### src/rtl/utx_hol_pkg.sv
package utx_hol_pkg;
  typedef enum logic [2:0] {
    ST_IDLE  = 3'd0,
    ST_ARMED = 3'd1,
    ST_COUNT = 3'd2,
    ST_READY = 3'd3,
    ST_DROP  = 3'd4
  } hol_st_e;
endpackage

### src/rtl/utx_hol_snap.sv
module utx_hol_snap #(
  parameter int CNT_W  = 16,
  parameter int ADDR_W = 3,
  parameter int NPORT  = 8
) (
  input  logic              clk,
  input  logic              rst,
  input  logic              load,
  input  logic              en_i,
  input  logic [CNT_W-1:0]  lim_i,
  input  logic [NPORT-1:0]  off_i,
  input  logic [ADDR_W-1:0] phy_i,
  output logic              off_now,
  output logic              en_q,
  output logic [CNT_W-1:0]  lim_q,
  output logic [ADDR_W-1:0] phy_q
);
  logic bit_hit;

  // addresses beyond the bitmap never match a bit
  always_comb begin
    bit_hit = 1'b0;
    for (int i = 0; i < NPORT; i++) begin
      if (phy_i == ADDR_W'(i)) bit_hit = off_i[i];
    end
  end

  assign off_now = en_i && bit_hit;

  always_ff @(posedge clk) begin
    if (rst) begin
      en_q  <= 1'b0;
      lim_q <= '0;
      phy_q <= '0;
    end else if (load) begin
      en_q  <= en_i;
      lim_q <= lim_i;
      phy_q <= phy_i;
    end
  end

  p_hold_r10: assert property (@(posedge clk) disable iff (rst)
    !load |=> ($stable(en_q) && $stable(lim_q) && $stable(phy_q)));
endmodule

### src/rtl/utx_hol_timer.sv
module utx_hol_timer #(
  parameter int CNT_W = 16
) (
  input  logic             clk,
  input  logic             rst,
  input  logic             clr,
  input  logic             run,
  input  logic             en,
  input  logic [CNT_W-1:0] lim,
  output logic             hit
);
  localparam logic [CNT_W-1:0] CNT_MAX = '1;
  logic [CNT_W-1:0] cnt;

  always_ff @(posedge clk) begin
    if (rst)                          cnt <= '0;
    else if (clr)                     cnt <= '0;
    else if (run && cnt != CNT_MAX)   cnt <= cnt + 1'b1;
  end

  // zero limit is a configuration error: compare is suppressed
  assign hit = en && (lim != '0) && (cnt == lim);

  p_clr_r2: assert property (@(posedge clk) disable iff (rst)
    clr |=> cnt == '0);
  p_step_r3: assert property (@(posedge clk) disable iff (rst)
    (run && !clr && cnt != CNT_MAX) |=> cnt == $past(cnt) + 1'b1);
endmodule

### src/rtl/utx_hol_flush.sv
module utx_hol_flush
  import utx_hol_pkg::*;
#(
  parameter int CNT_W  = 16,
  parameter int ADDR_W = 3,
  parameter int NPORT  = 8
) (
  input  logic              clk,
  input  logic              rst,
  input  logic              cfg_flush_en,
  input  logic [CNT_W-1:0]  cfg_limit,
  input  logic [NPORT-1:0]  cfg_port_off,
  input  logic              head_valid,
  input  logic [ADDR_W-1:0] head_phy,
  input  logic              head_pop,
  input  logic              addr_phase,
  input  logic [ADDR_W-1:0] poll_phy,
  input  logic              clav,
  output logic              drop_o,
  output logic              drop_tmo_o,
  output logic              send_ok_o
);
  hol_st_e            st, nxt;
  logic               load, clr, tmo_n, tgt_addr, hit, off_now;
  logic               en_q;
  logic [CNT_W-1:0]   lim_q;
  logic [ADDR_W-1:0]  phy_q;

  utx_hol_snap #(.CNT_W(CNT_W), .ADDR_W(ADDR_W), .NPORT(NPORT)) u_snap (
    .clk(clk), .rst(rst), .load(load), .en_i(cfg_flush_en), .lim_i(cfg_limit),
    .off_i(cfg_port_off), .phy_i(head_phy), .off_now(off_now),
    .en_q(en_q), .lim_q(lim_q), .phy_q(phy_q)
  );

  utx_hol_timer #(.CNT_W(CNT_W)) u_timer (
    .clk(clk), .rst(rst), .clr(clr), .run(st == ST_COUNT),
    .en(en_q), .lim(lim_q), .hit(hit)
  );

  assign tgt_addr = addr_phase && (poll_phy == phy_q);

  always_comb begin
    nxt   = st;
    load  = 1'b0;
    clr   = 1'b0;
    tmo_n = 1'b0;
    case (st)
      ST_IDLE: if (head_valid) begin
        load = 1'b1;
        nxt  = off_now ? ST_DROP : ST_ARMED;
      end
      ST_ARMED: if (tgt_addr) begin
        clr = 1'b1;
        nxt = ST_COUNT;
      end
      ST_COUNT: begin
        if (clav)          nxt = ST_READY;
        else if (tgt_addr) clr = 1'b1;
        else if (hit) begin
          nxt   = ST_DROP;
          tmo_n = 1'b1;
        end
      end
      ST_READY: if (head_pop) nxt = ST_IDLE;
      ST_DROP:  nxt = ST_IDLE;
      default:  nxt = ST_IDLE;
    endcase
  end

  always_ff @(posedge clk) begin
    if (rst) begin
      st         <= ST_IDLE;
      drop_o     <= 1'b0;
      drop_tmo_o <= 1'b0;
      send_ok_o  <= 1'b0;
    end else begin
      st         <= nxt;
      drop_o     <= (nxt == ST_DROP);
      drop_tmo_o <= tmo_n;
      send_ok_o  <= (nxt == ST_READY);
    end
  end

  p_excl_r11: assert property (@(posedge clk) disable iff (rst)
    !(drop_o && send_ok_o));
  p_pulse_r9: assert property (@(posedge clk) disable iff (rst)
    drop_o |=> !drop_o);
  p_tmo_sub_r8: assert property (@(posedge clk) disable iff (rst)
    drop_tmo_o |-> drop_o);
  p_nolimit_r6: assert property (@(posedge clk) disable iff (rst)
    drop_tmo_o |-> (en_q && lim_q != '0));
  p_offdrop_r7: assert property (@(posedge clk) disable iff (rst)
    (st == ST_IDLE && head_valid && off_now) |=> (drop_o && !drop_tmo_o));
  p_grant_hold_r4: assert property (@(posedge clk) disable iff (rst)
    (send_ok_o && !head_pop) |=> send_ok_o);
  p_noflush_r5: assert property (@(posedge clk) disable iff (rst)
    (st != ST_IDLE && !en_q) |=> !drop_o);
endmodule

### config.mk
export PLATFORM = sky130hd
export DESIGN_NAME = utx_hol_flush
export DESIGN_NICKNAME = d
export VERILOG_FILES = /design/src/rtl/utx_hol_pkg.sv /design/src/rtl/utx_hol_snap.sv /design/src/rtl/utx_hol_timer.sv /design/src/rtl/utx_hol_flush.sv
export SDC_FILE = /design/constraint.sdc
export NUM_CORES = 1
export LEC_CHECK = 0
export ABC_AREA = 1
export BUFFER_PORTS_ARGS = -buffer_cell sky130_fd_sc_hd__buf_4
export CORE_ASPECT_RATIO = 2
export CORE_UTILIZATION = 45
export CTS_BUF_LIST = sky130_fd_sc_hd__clkbuf_8
export DETAILED_ROUTE_END_ITERATION = 6
export GPL_TIMING_DRIVEN = 0
export PLACE_DENSITY = 0.69
export SLEW_MARGIN = 20
export SYNTH_ARGS = -nofsm -noshare
export SYNTH_HDL_FRONTEND = slang
export SYNTH_HIERARCHICAL = 1
export SYNTH_SLANG_ARGS = --single-unit
### constraint.sdc
create_clock -name clk -period 1.37 [get_ports clk]
set_clock_uncertainty 0.1 [all_clocks]
set_input_delay 0 -clock clk [delete_from_list [all_inputs] [get_ports clk]]
set_output_delay 0 -clock clk [all_outputs]
set_load 0.02 [all_outputs]
# Yosys cells after proc, flatten, opt, wreduce, memory -nomap -nowiden
# Cells that the tools add are included.
# word_totals
word_cells	57
latch_bits	0
ram_bits	0
in_bits	37
ff_bits	42
mem_bits_ro	0
out_inout_bits	3
n_memories	0
# classes
addsub	1
multipliers	0
bitwise_logic	1
n_lt_le_gt_ge	0
shifts	0
n_eq_ne	15
mux	22
n_reduce_logical	10
div_mod_pow	0
# ops
cell	count
$mux W3	7
$add A16 B1 Y16 const B	1
$eq A16 B16 Y1	1
$ne A16 B16 Y1 const B	1
$reduce_bool A16 Y1	1
$eq A3 B2 Y1 const B	5
$eq A3 B3 Y1 const B	5
$mux W1	13
$pmux W3 S4	1
$eq A3 B1 Y1 const B	2
$logic_not A3 Y1	2
$logic_and A1 B1 Y1	5
$reduce_or A4 Y1	1
$eq A3 B3 Y1	1
$pmux W1 S2	1
$reduce_or A2 Y1	1
$not A1 Y1	1

# Longest topological paths before layout
# depth
ltp_word	14
mapped_depth	11
mapped_depth_nobuf	11

# By module
# The synthesis kept the hierarchy.
# modules_own_cells
module	seq_area_each_um2	area_each_um2	n_inst	cells_per_inst
utx_hol_timer	320.3	1234.9	1	213
utx_hol_snap	400.4	830.8	1	110
utx_hol_flush	120.1	330.3	1	50

# Worst setup path before layout
# OpenSTA, ideal clock, no wires.
# synth_timing
path_kind	register -> register
from	register u_snap.phy_q[1]
to	register u_timer.cnt[10]
required_ns	1.155
t_arrival_ns	1.262
stages_incl_launch_ff	11
n_path_buf	1
setup_time_ns	0.115
period_less_slack_ns	1.477
path_slack_ns	-0.107
cell_sequence	dfxtp_1 -> inv_1 -> nand2_1 -> nand2_1 -> nor2_1 -> nand2_1 -> o31ai_1 -> nor2_1 -> buf_2 -> nand2_1 -> nor2_1
# synth_between
elab_chain_len	6
# synth_lines
element	line_no	rtl
from (decl)	utx_hol_snap.sv:16	output logic [ADDR_W-1:0] phy_q
from (signal assigned)	utx_hol_snap.sv:38	phy_q <= phy_i;
$eq A3 B3 Y1 (*)	utx_hol_flush.sv:40	assign tgt_addr = addr_phase && (poll_phy == phy_q);
$logic_and A1 B1 Y1 (*)	utx_hol_flush.sv:40	
$mux W1 (*)	utx_hol_flush.sv:52, utx_hol_flush.sv:58	
$mux W1	utx_hol_flush.sv:57	if (clav) nxt = ST_READY;
$pmux W1 S2 (*)	utx_hol_flush.sv:47	case (st)
net clr	utx_hol_flush.sv:24	logic load, clr, tmo_n, tgt_addr, hit, off_now;
$reduce_or A2 Y1 (no source line) (*)	--	
to (signal assigned)	utx_hol_timer.sv:18	else if (run && cnt != CNT_MAX) cnt <= cnt + 1'b1;
to (decl)	utx_hol_timer.sv:13	logic [CNT_W-1:0] cnt;
# Mark *: on every way through the listed nets, which the timed path passes. The rest lies on a longest branch.
# A chain may end at the register's enable or synchronous reset.

# Worst setup path after layout
# layout_timing
from	register st[2]
to	register u_timer.cnt[4]
# layout_between
elab_chain_len	3
elab_cells_between_ends	5
classes_between	eq/ne (2); mux (1); reduce/logical (2)
# layout_lines
element	line_no	rtl
from (decl)	utx_hol_flush.sv:23	hol_st_e st, nxt;
from (signal assigned)	utx_hol_flush.sv:77	st <= nxt;
$eq A3 B2 Y1 / $eq A3 B1 Y1 (equally long branches)	utx_hol_flush.sv:47	
$pmux W1 S2 (*)	utx_hol_flush.sv:47	
net clr	utx_hol_flush.sv:24	
$reduce_or A2 Y1 (no source line) (*)	--	
# Marks and branches as above.

==> metrics <==
CP startpoint st[2]; synth unique cells 32; DRT Wirelength 7520 um; area leader, netlist dfxtp_1; Final Hold Viols 0; # H-tree levels 2; Slowest Stage Delay on Critical Path 350 ps; failing checks setup timing; Yosys warning count 6; number of global-route vias before repair 2720; Syn Inst Count 373; GR Util met3 4.66%; top cells by count, synth nand2_1, nor2_1, dfxtp_1; cell mode on critical path nor2_4; CP Class flop to flop; Crit-path slowest cell dfxtp_4; syn_nets 411; initial antenna violation count 0; status finished, violations left; Detailed Place HPWL 5030 um; Synth Flop Type dfxtp_1; Iter 0 DRT Violations 65; Post-synth EDFFs 0; post-synthesis sequential area ratio 35.1%; Layout fillers 434; clk_lat worst skew 300 ps; DRC 0; flops & latches, synth 42; per-cell routed wire length 14.3 um; most common cell in the synthesized netlist nand2_1; Placement Rows 37; Num CTS Buffers 5; P&R area growth vs syn 51.4%; I/O pin cnt 40; CP arrival 1660 ps; Final ANT Viol Nets 0; Final Max Slew Viols 0; largest net degree at the start of global routing 18; clk buf depth 2; Pre-antenna DRT Iters 4; Max Cap Viol 0; worst slew pin tran 504 ps; gr ovfl total 0; Place WS -361 ps; worst r2r src st[2]; Die Y 105 um; Total GRT Usage 28.6%; core area 0.00514 mm2; Max Fclk 0.638 GHz; maximum vdd drop 0.000772 V; FFs w/ async S/R, synth 0%; TritonCTS clock tree done; CP Capture Type flop; Root Buffer clkbuf_8; antenna diode count 0; leak pwr 1.56 nW; die span in x 53.6 um; CTS sink cnt 42; fin crit period 1570 ps; port buffer count 39; multi-input combinational cell area 0.00154 mm2; CP cell instances inv_2 > nand2_4 > nor2_4 > inv_4 > o31ai_4 > nor2_4 > buf_4 > nand2_1 > nor2_1; CP Data Required Time 1460 ps; fin crit share 114%; HP Start head_valid; Hold Path Class input pin to flop; first-pass GRT wire length 11800 um; routability cong. 0.860; die footprint 0.00564 mm2; clk slew on worst S/H paths 80 ps; M2 GR Usage 54.8%; Initial Utilization 46.6%; crit-path max FO 7; CP startpoint kind flop; final net count 503; PwrDens 787 mW/mm2; fin worst setup slack -196 ps; post-synth top area share 35.1%; top cells by area, synth dfxtp_1, nand2_1, nor2_1; share of cells above drive strength 1 36.5%; via count 2730; Via density 5.21; Mapped Area 0.00240 mm2; Finish-stage setup viols 40; Final TNS setup -3880 ps; most crowded layer after global routing met2; Slew headroom 66.4%; Syn Area/Cell 6.42 um2; FF/Latch Area 882 um2; grt met1 use 24.4%; RSZ-0062 raised after global routing yes
[final timing paths]
path / endpoint / slack (ps) / cells after the start
max: u_timer/cnt[4] / -200 / 9
min: st[0] / 130 / 6
min reg2reg: u_snap/en_q / 360 / 2
max reg2reg: u_timer/cnt[4] / -200 / 9
[critical path, delay by kind of cell, from the launching register on]
family                 cells  cell delay [ps]
buffers and inverters      3              280
AND/OR/NAND/NOR            5              460
flip-flops                 1              350
AO/OA/AOI/OAI              1              270
[cell type report]
| type | instances | share of cell area [%] |
|---|---|---|
| clock inverters | 2 | 0.241 |
| inverters | 43 | 4.79 |
| repair buffers | 86 | 21.2 |
| well taps | 58 | 2.00 |
| multi-input cells | 278 | 42.4 |
| plain buffers | 9 | 2.73 |
| clock buffers | 6 | 2.28 |
| flip-flops and latches | 42 | 24.3 |
[where the power goes]
group / total, W / switching [W] / internal, W
Clock: 0.000829 / 0.000429 / 0.000400
Combinational: 0.000685 / 0.000355 / 0.000330
Sequential: 0.00134 / 0.0000559 / 0.00128
[layer usage]
metal | wire length (um) | vias up
li1 | - | 1367
met1 | 2480 | 1250
met2 | 4380 | 85
met3 | 265 | 28
met4 | 396 | 0
met5 | 0 | -
[kinds of logic after synthesis]
| group | synth area share [%] |
|---|---|
| compound gates | 13.2 |
| fa+ha+maj | 0.522 |
| flops | 35.1 |
| simple gates | 39.4 |
| xor+xnor | 1.46 |
| buf+inv | 10.3 |
[state kept, by name (all words and copies together) (netlist names)]
signal	flops
u_snap/lim_q	16
u_timer/cnt	16
st	3
u_snap/phy_q	3
drop_o	1
drop_tmo_o	1
send_ok_o	1
u_snap/en_q	1
[placed cells by master (no fill, tap or decap), types with 7 or more instances in the layout]
cell / n
nor2_2: 11
dfxtp_2: 15
nand2_1: 93
nand2_2: 12
nor2_4: 10
inv_1: 34
nand3_2: 9
nor2_1: 48
o21ai_0: 7
buf_4: 58
nand3_1: 21
a21oi_1: 30
dfxtp_1: 21
dlygate4sd3_1: 23
[per-stage QoR]
stage	instance area (um2)	hold WS, ps	power, W	instances	utilization, %
detailed placement	2810	144	0.00190	470	54.6
CTS	3410	111	0.00284	517	66.4
floorplan	2440	-38.3	0.00171	373	-
global route	3630	165	0.00298	524	70.6
finish	3630	133	0.00285	524	70.6
global placement	2810	144	0.00189	470	54.6
[timing repair]
item | 4_1_cts | 5_1_grt
gates resized for setup | 45 | 52
hold buffers | 23 | 0
gates cloned | 3 | 1
setup endpoints to repair | 37 | 41
pin swaps | 16 | 29
hold endpoints to repair | 30 | 0
buffers inserted | 14 | 6
Power figures use the tool's default switching activity.
